[src/rtl/sad_pkg.sv]
`timescale 1ns/1ps
package sad_pkg;
  localparam int DATA_W = 8;
  localparam int ADDR_W = 3;
  localparam int WIN_W  = 2 * DATA_W;
  localparam int NCH    = 2;
  localparam int NCFG   = 6;

  localparam logic [ADDR_W-1:0] A_CTRL = 3'd0;
  localparam logic [ADDR_W-1:0] A_STAT = 3'd7;

  // Field order matches control bits [3:0].
  typedef struct packed {
    logic run;
    logic hold;
    logic start;
    logic oneshot;
  } ctrl_t;
endpackage

[src/rtl/sad_regs.sv]
`timescale 1ns/1ps
module sad_regs
  import sad_pkg::*;
(
  input  logic              clk,
  input  logic              rst_n,
  input  logic              wr_en,
  input  logic [ADDR_W-1:0] addr,
  input  logic [DATA_W-1:0] wdata,
  input  logic              meas_done,
  input  logic [NCH-1:0]    act,
  input  logic              poll,
  output logic [DATA_W-1:0] rdata,
  output ctrl_t             ctrl,
  output logic [WIN_W-1:0]  hwin,
  output logic [WIN_W-1:0]  vwin,
  output logic [DATA_W-1:0] hmin,
  output logic [DATA_W-1:0] vmin
);
  ctrl_t             ctrl_q, ctrl_d;
  logic [DATA_W-1:0] cfg_q [NCFG];
  logic [DATA_W-1:0] cfg_d [NCFG];
  logic              ctrl_we;

  assign ctrl_we = wr_en && (addr == A_CTRL);

  // Control: software write first, then self-clear of start at the end of a single shot.
  always_comb begin
    ctrl_d = ctrl_q;
    if (ctrl_we) ctrl_d = ctrl_t'(wdata[3:0]);
    if (meas_done && ctrl_q.oneshot) ctrl_d.start = 1'b0;
  end

  always_comb begin
    for (int k = 0; k < NCFG; k++) begin
      cfg_d[k] = cfg_q[k];
      if (wr_en && (addr == ADDR_W'(k + 1))) cfg_d[k] = wdata;
    end
  end

  always_ff @(posedge clk or negedge rst_n) begin
    if (!rst_n) begin
      ctrl_q <= '0;
      for (int k = 0; k < NCFG; k++) cfg_q[k] <= '0;
    end else begin
      ctrl_q <= ctrl_d;
      for (int k = 0; k < NCFG; k++) cfg_q[k] <= cfg_d[k];
    end
  end

  assign ctrl = ctrl_q;
  assign hwin = {cfg_q[1], cfg_q[0]};
  assign vwin = {cfg_q[3], cfg_q[2]};
  assign hmin = cfg_q[4];
  assign vmin = cfg_q[5];

  always_comb begin
    rdata = '0;
    if (addr == A_CTRL)      rdata = {{(DATA_W-4){1'b0}}, ctrl_q};
    else if (addr == A_STAT) rdata = {{(DATA_W-NCH-1){1'b0}}, poll, act};
    else                     rdata = cfg_q[addr - ADDR_W'(1)];
  end
endmodule

[src/rtl/sad_timer.sv]
`timescale 1ns/1ps
module sad_timer #(
  parameter int PRE_W = 8,
  parameter int WIN_W = 16
) (
  input  logic             clk,
  input  logic             rst_n,
  input  logic             run,
  input  logic [WIN_W-1:0] hwin,
  input  logic [WIN_W-1:0] vwin,
  output logic             h_open,
  output logic             done
);
  logic [PRE_W-1:0] pre_q, pre_d;
  logic [WIN_W-1:0] unit_q, unit_d;
  logic             pre_wrap;

  assign pre_wrap = &pre_q;
  assign h_open   = unit_q < hwin;
  // The measurement ends on the last clock of the vertical window (a value of 0 wraps to the full range).
  assign done     = run && pre_wrap && (unit_q == (vwin - WIN_W'(1)));

  always_comb begin
    pre_d  = pre_q;
    unit_d = unit_q;
    if (!run || done) begin
      pre_d  = '0;
      unit_d = '0;
    end else begin
      pre_d = pre_q + PRE_W'(1);
      if (pre_wrap) unit_d = unit_q + WIN_W'(1);
    end
  end

  always_ff @(posedge clk or negedge rst_n) begin
    if (!rst_n) begin
      pre_q  <= '0;
      unit_q <= '0;
    end else begin
      pre_q  <= pre_d;
      unit_q <= unit_d;
    end
  end
endmodule

[src/rtl/sad_edge_chan.sv]
`timescale 1ns/1ps
module sad_edge_chan #(
  parameter int CNT_W = 8
) (
  input  logic             clk,
  input  logic             rst_n,
  input  logic             sync_in,
  input  logic             run,
  input  logic             win_open,
  input  logic             done,
  input  logic [CNT_W-1:0] min_cnt,
  output logic [CNT_W-1:0] cnt,
  output logic             hit
);
  logic             prev_q;
  logic [CNT_W-1:0] cnt_q, cnt_d, cnt_sum;
  logic             rise, inc;

  assign rise    = sync_in & ~prev_q;
  assign inc     = rise & run & win_open & ~(&cnt_q);
  assign cnt_sum = cnt_q + CNT_W'(inc);
  assign hit     = cnt_sum >= min_cnt;

  always_comb begin
    cnt_d = cnt_sum;
    if (!run || done) cnt_d = '0;
  end

  always_ff @(posedge clk or negedge rst_n) begin
    if (!rst_n) begin
      prev_q <= 1'b0;
      cnt_q  <= '0;
    end else begin
      prev_q <= sync_in;
      cnt_q  <= cnt_d;
    end
  end

  assign cnt = cnt_q;
endmodule

[src/rtl/sad_result.sv]
`timescale 1ns/1ps
module sad_result #(
  parameter int NCH = 2
) (
  input  logic           clk,
  input  logic           rst_n,
  input  logic           done,
  input  logic           hold,
  input  logic [NCH-1:0] hit,
  output logic [NCH-1:0] act,
  output logic           poll
);
  logic [NCH-1:0] act_q, act_d;
  logic           poll_q, poll_d;
  logic           cap_en;

  assign cap_en = done & ~hold;

  always_comb begin
    act_d  = cap_en ? hit : act_q;
    poll_d = poll_q ^ done;
  end

  always_ff @(posedge clk or negedge rst_n) begin
    if (!rst_n) begin
      act_q  <= '0;
      poll_q <= 1'b0;
    end else begin
      act_q  <= act_d;
      poll_q <= poll_d;
    end
  end

  assign act  = act_q;
  assign poll = poll_q;
endmodule

[src/rtl/sync_activity_detector.sv]
`timescale 1ns/1ps
module sync_activity_detector
  import sad_pkg::*;
#(
  parameter int PRE_W = 8
) (
  input  logic              clk,
  input  logic              rst_n,
  input  logic              hs_in,
  input  logic              vs_in,
  input  logic              wr_en,
  input  logic [ADDR_W-1:0] addr,
  input  logic [DATA_W-1:0] wdata,
  output logic [DATA_W-1:0] rdata,
  output logic              hs_active,
  output logic              vs_active,
  output logic              poll_flag
);
  logic [1:0]        rs_q;
  logic              rst_int_n;
  ctrl_t             ctrl_w;
  logic [WIN_W-1:0]  hwin_w, vwin_w;
  logic [DATA_W-1:0] hmin_w, vmin_w;
  logic              run_w, hold_w, h_open, meas_done;
  logic [NCH-1:0]    sync_w, open_w, hit_w, act_w;
  logic [DATA_W-1:0] min_w [NCH];
  logic [DATA_W-1:0] cnt_w [NCH];
  logic              poll_w;

  // Reset asserts at once and releases on a clock edge.
  always_ff @(posedge clk or negedge rst_n) begin
    if (!rst_n) rs_q <= '0;
    else        rs_q <= {rs_q[0], 1'b1};
  end
  assign rst_int_n = rs_q[1];

  sad_regs u_regs (
    .clk(clk), .rst_n(rst_int_n), .wr_en(wr_en), .addr(addr), .wdata(wdata),
    .meas_done(meas_done), .act(act_w), .poll(poll_w), .rdata(rdata),
    .ctrl(ctrl_w), .hwin(hwin_w), .vwin(vwin_w), .hmin(hmin_w), .vmin(vmin_w)
  );

  assign run_w  = ctrl_w.oneshot ? ctrl_w.start : ctrl_w.run;
  assign hold_w = ctrl_w.hold & ~ctrl_w.oneshot;

  sad_timer #(.PRE_W(PRE_W), .WIN_W(WIN_W)) u_timer (
    .clk(clk), .rst_n(rst_int_n), .run(run_w), .hwin(hwin_w), .vwin(vwin_w),
    .h_open(h_open), .done(meas_done)
  );

  assign sync_w   = {vs_in, hs_in};
  assign open_w   = {1'b1, h_open};
  assign min_w[0] = hmin_w;
  assign min_w[1] = vmin_w;

  for (genvar c = 0; c < NCH; c++) begin : g_chan
    sad_edge_chan #(.CNT_W(DATA_W)) u_chan (
      .clk(clk), .rst_n(rst_int_n), .sync_in(sync_w[c]), .run(run_w),
      .win_open(open_w[c]), .done(meas_done), .min_cnt(min_w[c]),
      .cnt(cnt_w[c]), .hit(hit_w[c])
    );
  end

  sad_result #(.NCH(NCH)) u_result (
    .clk(clk), .rst_n(rst_int_n), .done(meas_done), .hold(hold_w),
    .hit(hit_w), .act(act_w), .poll(poll_w)
  );

  assign hs_active = act_w[0];
  assign vs_active = act_w[1];
  assign poll_flag = poll_w;
endmodule

[config.mk]
export PLATFORM = sky130hd
export DESIGN_NAME = sync_activity_detector
export DESIGN_NICKNAME = d
export VERILOG_FILES = /design/src/rtl/sad_pkg.sv /design/src/rtl/sad_regs.sv /design/src/rtl/sad_timer.sv /design/src/rtl/sad_edge_chan.sv /design/src/rtl/sad_result.sv /design/src/rtl/sync_activity_detector.sv
export SDC_FILE = /design/constraint.sdc
export NUM_CORES = 1
export LEC_CHECK = 0
export CAP_MARGIN = 20
export CORE_UTILIZATION = 60
export CTS_CLUSTER_DIAMETER = 200
export DETAILED_ROUTE_END_ITERATION = 7
export GPL_TIMING_DRIVEN = 0
export HOLD_SLACK_MARGIN = 0.15
export PLACE_DENSITY = 0.79
export SETUP_SLACK_MARGIN = 0.2
export SLEW_MARGIN = 20
export SYNTH_ARGS = -nofsm -noshare
export SYNTH_HDL_FRONTEND = slang
export SYNTH_SLANG_ARGS = --single-unit
[constraint.sdc]
create_clock -name clk -period 3.5 [get_ports clk]
set_input_delay 0.35 -clock clk [delete_from_list [all_inputs] [get_ports clk]]
set_output_delay 0.35 -clock clk [all_outputs]
set_load 0.02 [all_outputs]
==> results of run 1 <==
## power groups by stage
stage / Combinational [uW] / Sequential (uW) / Clock, uW
final: 940 / 1490 / 657
after global placement: 834 / 1500 / 0
after CTS: 925 / 1480 / 669
after floorplan: 662 / 1440 / 0
after detailed placement: 889 / 1500 / 0
after global routing: 1040 / 1510 / 715
## worst max-delay path, delay by kind of cell, from the launching register on
family / cells / cell delay, ns
xor+xnor: 1 / 0.16
mux: 2 / 0.48
flops: 1 / 0.45
compound gates: 8 / 1.26
simple gates: 2 / 0.58
fa+ha+maj: 3 / 0.63
## logic make-up (layout without fill, tap and decap cells)
logic type,after synthesis,in the layout,synth area share
and+or+nand+nor,173,173,0.154
DFF,99,99,0.411
muxes,74,74,0.151
AOI/OAI and AO/OA,66,66,0.0763
buffers and inverters,55,107,0.0390
xor gates and xnor gates,54,54,0.0796
adders and majority gates,43,43,0.0892
other,1,1,0.000622
## how the worst max path moves through the flow
stage / start / depth (start not counted) / end / slack (ns)
5_1_grt: u_regs.hwin[15] / 17 / u_result.act[0] / -0.38
2_1_floorplan: u_regs.ctrl[0] / 16 / u_result.act[0] / 0.13
6_report: u_regs.ctrl[0] / 16 / u_result.act[0] / -0.18
4_1_cts: u_regs.ctrl[0] / 15 / u_result.act[0] / -0.16
3_3_place_gp: addr[0] / 11 / rdata[4] / -1.07
3_5_place_dp: addr[0] / 12 / rdata[2] / -1.11
## state kept, by name (all words and copies together), names as in the netlist
signal,cells
g_chan.u_chan.cnt,16
g_chan.u_chan.prev_q,2
rs_q,2
u_regs.ctrl,4
u_regs.hmin,8
u_regs.hwin,16
u_regs.vmin,8
u_regs.vwin,16
u_result.act,2
u_result.poll,1
u_timer.pre_q,8
u_timer.unit_q,16
## metal layers
metal / vias to the layer above / GRT usage
met4: 0 / 0.102
met2: 106 / 0.496
met5: - / 0
met3: 18 / 0.0486
li1: 2082 / -
met1: 2232 / 0.363
## layout by cell type, fill, tap and decap left out, drive strengths merged, types with 5 or more instances in the layout
master and n:
dfrtp 99, mux2 54, nor2 50, ha 43
inv 41, nand2 29, xor2 28, xnor2 26
nor2b 26, nand3 22, clkbuf 19, buf 18
clkdlybuf4s50 17, a21o 13, a21oi 13, mux2i 12
o21ai 10, nand4 9, nor3 9, mux4 8
a22oi 7, nand2b 5, and3 5, o31ai 5
dlygate4sd2 5
## area by class of cell
class                           instances  area, sq um  area share
Sequential cell                        99         2480       0.360
Clock inverter                          4         27.5     0.00399
Buffer                                 14          116      0.0169
Multi-Input combinational cell        411         3470       0.503
Clock buffer                           12          135      0.0196
Timing Repair Buffer                   36          348      0.0504
Inverter                               41          154      0.0223
Tap cell                              133          166      0.0241
## through the flow
stage,instances,util,setup TNS [ns]
after detailed placement,724,0.664,-8.60
after global routing,750,0.706,-0.376
after floorplan,565,-,0
after CTS,747,0.696,-0.155
after global placement,723,0.661,-49.82
final,750,0.706,-0.184
## timing repair
action / CTS / global route
gates resized for setup: 40 / 15
pin swaps: 5 / 13
hold endpoints to repair: 2 / 0
hold buffers: 1 / 0
gates cloned: 0 / 0
buffers inserted: 6 / 3
endpoints found under the setup margin: 9 / 3
==> summary.md, run 1 <==
| Metric | Value |
|---|---|
| DRT iter0 DRCs | `193` |
| Total GRT Usage | `0.287` |
| I/O Pins | `27` |
| Switching share of power | `0.343` |
| Cells on worst reg2reg path | `16` |
| Largest cells by area after synthesis | `dfrtp_1, mux2_2, ha_1, xor2_1, xnor2_1` |
| Top post-synthesis cells by count | `dfrtp_1, mux2_2, nor2_1` |
| DR top layer | `met4` |
| Final setup margin | `-0.184 ns` |
| Final period utilization | `1.05` |
| Total Power | `3080 uW` |
| Number of diodes | `0` |
| Final min period | `3.68 ns` |
| Max Cap Viol | `0` |
| # fillers | `689` |
| Reg2reg start | `u_regs.ctrl[0]` |
| EDFF count, synth | `0` |
| Dpl hpwl | `10100 um` |
| Initial DRT Pass Iterations | `4` |
| Min Hold Slack | `0.321 ns` |
| Reg2Reg Setup Slack | `-0.18 ns` |
| Leak Pwr | `0.00327 uW` |
| Syn_area_per_cell | `10.7 sq um` |
| FF+latch count, synth | `99` |
| Outcome | `finished, violations left` |
| Core area | `9770 sq um` |
| Largest stage delay, worst path | `0.49 ns` |
| Max Clock Freq | `0.271 GHz` |
| Met3 Wirelength | `712 um` |
| Met1 wire length | `5970 um` |
| Initial antenna violation count | `0` |
| Clk pin slew, worst setup/hold paths | `0.10 ns` |
| Clock share of power | `0.213` |
| Final hold vios | `0` |
| Synth Cell Area | `6030 sq um` |
| CP Cell Sequence | `mux2i_4 -> or4b_4 -> a221o_1 -> a41oi_2 -> o21ai_1 -> a31oi_1 -> ha_2 -> ha_4 -> nand3_4 -> xnor2_4 -> ha_2 -> a21o_1 -> a21o_1 -> a21oi_2 -> o21ai_2 -> mux2_4` |
| Max-slew violations | `0` |
| Placed cell areas | `6490 sq um` |
| Startpoint types | `flip-flop` |
| CTS root buf | `clkbuf_8` |
| RSZ-0062 raised after global routing | `yes` |
| I/O Buffers | `25` |
| Die W | `102 um` |
| Worst-margin pin slew | `0.524 ns` |
| Synth async-reset ratio | `1.00` |
| Via density | `5.92` |
| CP max stage cell | `or4b_4` |
| Layout Nets | `671` |
| Most used DFF post-synth | `dfrtp_1` |
| Largest net degree at the start of global routing | `61` |
| RR Endpoint | `u_result.act[0]` |
| Failing checks | `negative setup slack` |
| Num CTS Buffers | `9` |
| Grt ovf | `0` |
| Final WL | `14000 um` |
| DRT antenna net count | `0` |
| Clock latency on the worst-skew pair | `0.38 ns` |
| Rows | `36` |
| Clk sinks | `99` |
| Library cells used by synthesis | `58` |
| Layout Skew | `0.0111 ns` |
| Max-slew headroom | `0.651` |
| Post-Synthesis Cells | `565` |
| Residual DRC | `0` |
| Die area | `10500 sq um` |
| Area leader, netlist | `dfrtp_1` |
| Share of cells above drive strength 1 | `0.217` |
| Most numerous cell in the Yosys netlist | `dfrtp_1` |
| Initial core utilization | `0.617` |
| Synthesis-to-finish area growth | `14.3%` |
| Height of the die | `102 um` |
| Synth Net Count | `624` |
| PD cells | `447 nW/um^2` |
| Met2 WL | `7070 um` |
| Yosys warns | `0` |
| WP data arrival | `3.96 ns` |
| Max VDD drop | `249 uV` |
| Internal | `2020 uW` |
| Average wire per standard cell | `18.7 um` |
| Setup WS pre-CTS | `-1.11 ns` |
| Comb power frac | `0.305` |
| CP Capture Type | `flip-flop` |
| Clock buffer depth | `2` |
| First-pass GRT wire length | `22100 um` |
| Final setup viols | `1` |
| Sequential Power Share | `0.482` |
| Via count | `4438` |
| Net switching power | `1060 uW` |
| Share of the synthesized area in the top cell type | `0.411` |
| Vias in the first global route | `4445` |
| Setup CP Type | `flip-flop to flip-flop` |
| Final Cell Area | `6900 sq um` |
| Crit path required time | `3.77 ns` |
| CTS tree | `done` |
| Max Fanout on Critical Path | `4` |
| Routability Congestion | `0.889` |
| Register area share after synthesis | `0.411` |
| Htree depth | `3` |
| Min-Delay Path Class | `flip-flop to asynchronous set/reset pin` |
Power figures use the tool's default switching activity.
==> inputs of run 2 (changes only) <==
--- a/config.mk
+++ b/config.mk
@@ -6,12 +6,11 @@
 export NUM_CORES = 1
 export LEC_CHECK = 0
 export CAP_MARGIN = 20
-export CORE_UTILIZATION = 60
+export CORE_UTILIZATION = 45
 export CTS_CLUSTER_DIAMETER = 200
 export DETAILED_ROUTE_END_ITERATION = 7
 export GPL_TIMING_DRIVEN = 0
 export HOLD_SLACK_MARGIN = 0.15
-export PLACE_DENSITY = 0.79
 export SETUP_SLACK_MARGIN = 0.2
 export SLEW_MARGIN = 20
 export SYNTH_ARGS = -nofsm -noshare
==> run 2 against run 1 <==
Net effect:
- the run still ends with negative setup slack left
- worst hold slack got worse by 0.12 ns
- cell count increased by 5.3%
- non-clock buffer count increased by 1
- combinational power decreased by 0.5%
- critical path type unchanged
==> summary.md, run 2 (synthesized netlist as in run 1, its figures left out) <==
| Metric | Value |
|---|---|
| Outcome | `finished, violations left` |
| Failing checks | `negative setup slack` |
| Net switching power | `1110 uW` |
| CTS root buf | `clkbuf_16` |
| I/O Pins | `27` |
| Largest stage delay, worst path | `0.48 ns` |
| Residual DRC | `0` |
| WP data arrival | `3.90 ns` |
| Layout Skew | `0.00921 ns` |
| Leak Pwr | `0.00332 uW` |
| Max Fanout on Critical Path | `4` |
| Commonest non-fill, non-tap cell in the layout | `dfrtp_1` |
| Final WL | `14000 um` |
| Sequential Power Share | `0.438` |
| Clock share of power | `0.286` |
| Max VDD drop | `332 uV` |
| Setup CP Type | `flip-flop to flip-flop` |
| Startpoint types | `flip-flop` |
| Height of the die | `118 um` |
| Synthesis-to-finish area growth | `16.4%` |
| CP Cell Sequence | `mux2i_4 -> or4b_1 -> a221o_1 -> a41oi_2 -> o21ai_1 -> a31oi_1 -> ha_2 -> nand3_2 -> xnor2_2 -> ha_1 -> a21o_1 -> a21o_1 -> a21oi_2 -> o21ai_2 -> mux2_4` |
| Register area | `2480 sq um` |
| Cells on worst reg2reg path | `15` |
| Clock buffer depth | `2` |
| Setup crit end | `u_result.act[0]` |
| Max-slew violations | `0` |
| Routability Congestion | `0.864` |
| Max Clock Freq | `0.274 GHz` |
| Final setup viols | `1` |
| Num CTS Buffers | `9` |
| CP Capture Type | `flip-flop` |
| Commonest non-fill, non-tap cells in the layout | `dfrtp_1, mux2_2, nor2_1` |
| CTS tree | `done` |
| Min-Delay Path Class | `flip-flop to asynchronous set/reset pin` |
| Average wire per standard cell | `17.7 um` |
| Largest net degree at the start of global routing | `47` |
| Placed cell areas | `6560 sq um` |
| Setup TNS | `-0.156 ns` |
| Vias in the first global route | `4382` |
| Initial core utilization | `0.470` |
| Total GRT Usage | `0.221` |
| Reg2Reg Setup Slack | `-0.16 ns` |
| Core area | `12800 sq um` |
| Initial DRT Pass Iterations | `5` |
| RR Endpoint | `u_result.act[0]` |
| Met2 Usage GRT | `0.352` |
| Worst-margin pin slew | `0.510 ns` |
| RSZ-0062 raised after global routing | `yes` |
| Number of diodes | `0` |
| CP startpoint | `u_regs.ctrl[0]` |
| Htree depth | `3` |
| Clock latency on the worst-skew pair | `0.35 ns` |
| DRT antenna net count | `0` |
| Gr busiest metal | `met2` |
| Via density | `5.42` |
| Final setup margin | `-0.156 ns` |
| DRT iter0 DRCs | `234` |
| Initial antenna violation count | `0` |
| Reg2reg start | `u_regs.ctrl[0]` |
| Layout Nets | `672` |
| Top cell by count, worst path | `a21o_1` |
| Grt ovf | `0` |
| First-pass GRT wire length | `23500 um` |
| Switching share of power | `0.328` |
| Crit-path leading delay family | `compound AO/OA/AOI/OAI gates` |
| Final period utilization | `1.04` |
| PD cells | `481 nW/um^2` |
| Clk sinks | `99` |
| Crit path required time | `3.74 ns` |
| Clk pin slew, worst setup/hold paths | `0.07 ns` |
| CP max stage cell | `or4b_1` |
| Met3 usage | `0.0431` |
| Share of cells above drive strength 1 | `0.215` |
| GR Util met1 | `0.300` |
| Die W | `118 um` |
| Final min period | `3.66 ns` |
| Final Cell Area | `7020 sq um` |
| Multi-input gate area | `3410 sq um` |
| Rows | `41` |
| I/O Buffers | `25` |
| Dpl hpwl | `10600 um` |
| Total Power | `3380 uW` |
| Max-slew headroom | `0.659` |
| Internal | `2270 uW` |
| # fillers | `1135` |
| Final hold vios | `0` |
| Max Cap Viol | `0` |
| Via count | `4284` |
| WP buf/inv | `0` |
| Comb power frac | `0.277` |
| Die area | `13900 sq um` |
| WP depth | `15` |
-- run 2: cell count changes in the layout (fill, tap and decap cells not counted), moves of 2 or more --
cell,before,now
ha_2,4,2
clkbuf_16,0,9
nand3_1,19,21
clkbuf_8,11,3
ha_1,38,40
inv_6,0,4
clkbuf_1,7,4
clkinv_4,2,0
-- run 2: repair_timing --
action,in CTS,in global routing
hold buffers,1,0
pin swaps,3,2
buffers inserted,8,1
setup endpoints to repair,9,10
hold endpoints to repair,2,0
gates resized for setup,42,5
-- run 2: how the worst min path moves through the flow --
stage,cells past startpoint,start,to
final,0,rs_q[1],u_timer.unit_q[15]
after detailed placement,0,rs_q[1],u_timer.unit_q[15]
after floorplan,0,rst_n,rs_q[0]
after global routing,0,rs_q[1],u_timer.unit_q[15]
after global placement,0,rs_q[0],rs_q[1]
after CTS,0,rs_q[1],u_timer.unit_q[15]
-- run 2: final cells by class --
class,instances,area share
clock inverter,6,0.00641
tap,172,0.0306
buffer,14,0.0160
sequential,99,0.354
timing repair buffer,37,0.0513
multi-input combinational,411,0.486
clock buffer,10,0.0340
inverter,41,0.0219
-- run 2: power groups by stage --
stage / Clock, uW / Sequential (uW) / Combinational (uW)
after global placement: 0 / 1510 / 854
after CTS: 990 / 1480 / 937
after detailed placement: 0 / 1500 / 903
after global routing: 1030 / 1500 / 1040
after floorplan: 0 / 1440 / 662
final: 965 / 1480 / 935
-- run 2: metal layers --
| layer | wire, um | vias up |
|---|---|---|
| met1 | 6480 | 2098 |
| met3 | 628 | 23 |
| met2 | 6630 | 83 |
| met4 | 274 | 0 |
| li1 | - | 2080 |
| met5 | 0 | - |
-- run 2: stage by stage --
stage          setup WS [ns]   util  std cells  hold WS, ns
2_1_floorplan          0.134      -        565       0.0544
3_3_place_gp           -1.10  0.507        762        0.339
3_5_place_dp           -1.14  0.511        764        0.211
4_1_cts               -0.168  0.546        789        0.217
5_1_grt               -0.337  0.548        790        0.236
6_report              -0.156  0.548        790        0.204
==> inputs of run 3 (changes only) <==
--- a/config.mk
+++ b/config.mk
@@ -5,6 +5,7 @@
 export SDC_FILE = /design/constraint.sdc
 export NUM_CORES = 1
 export LEC_CHECK = 0
+export ABC_CLOCK_PERIOD_IN_PS = 3500
 export CAP_MARGIN = 20
 export CORE_UTILIZATION = 45
 export CTS_CLUSTER_DIAMETER = 200
==> results of run 3 <==
Same layout as run 2: the final DEF is identical, and so are final timing and power.
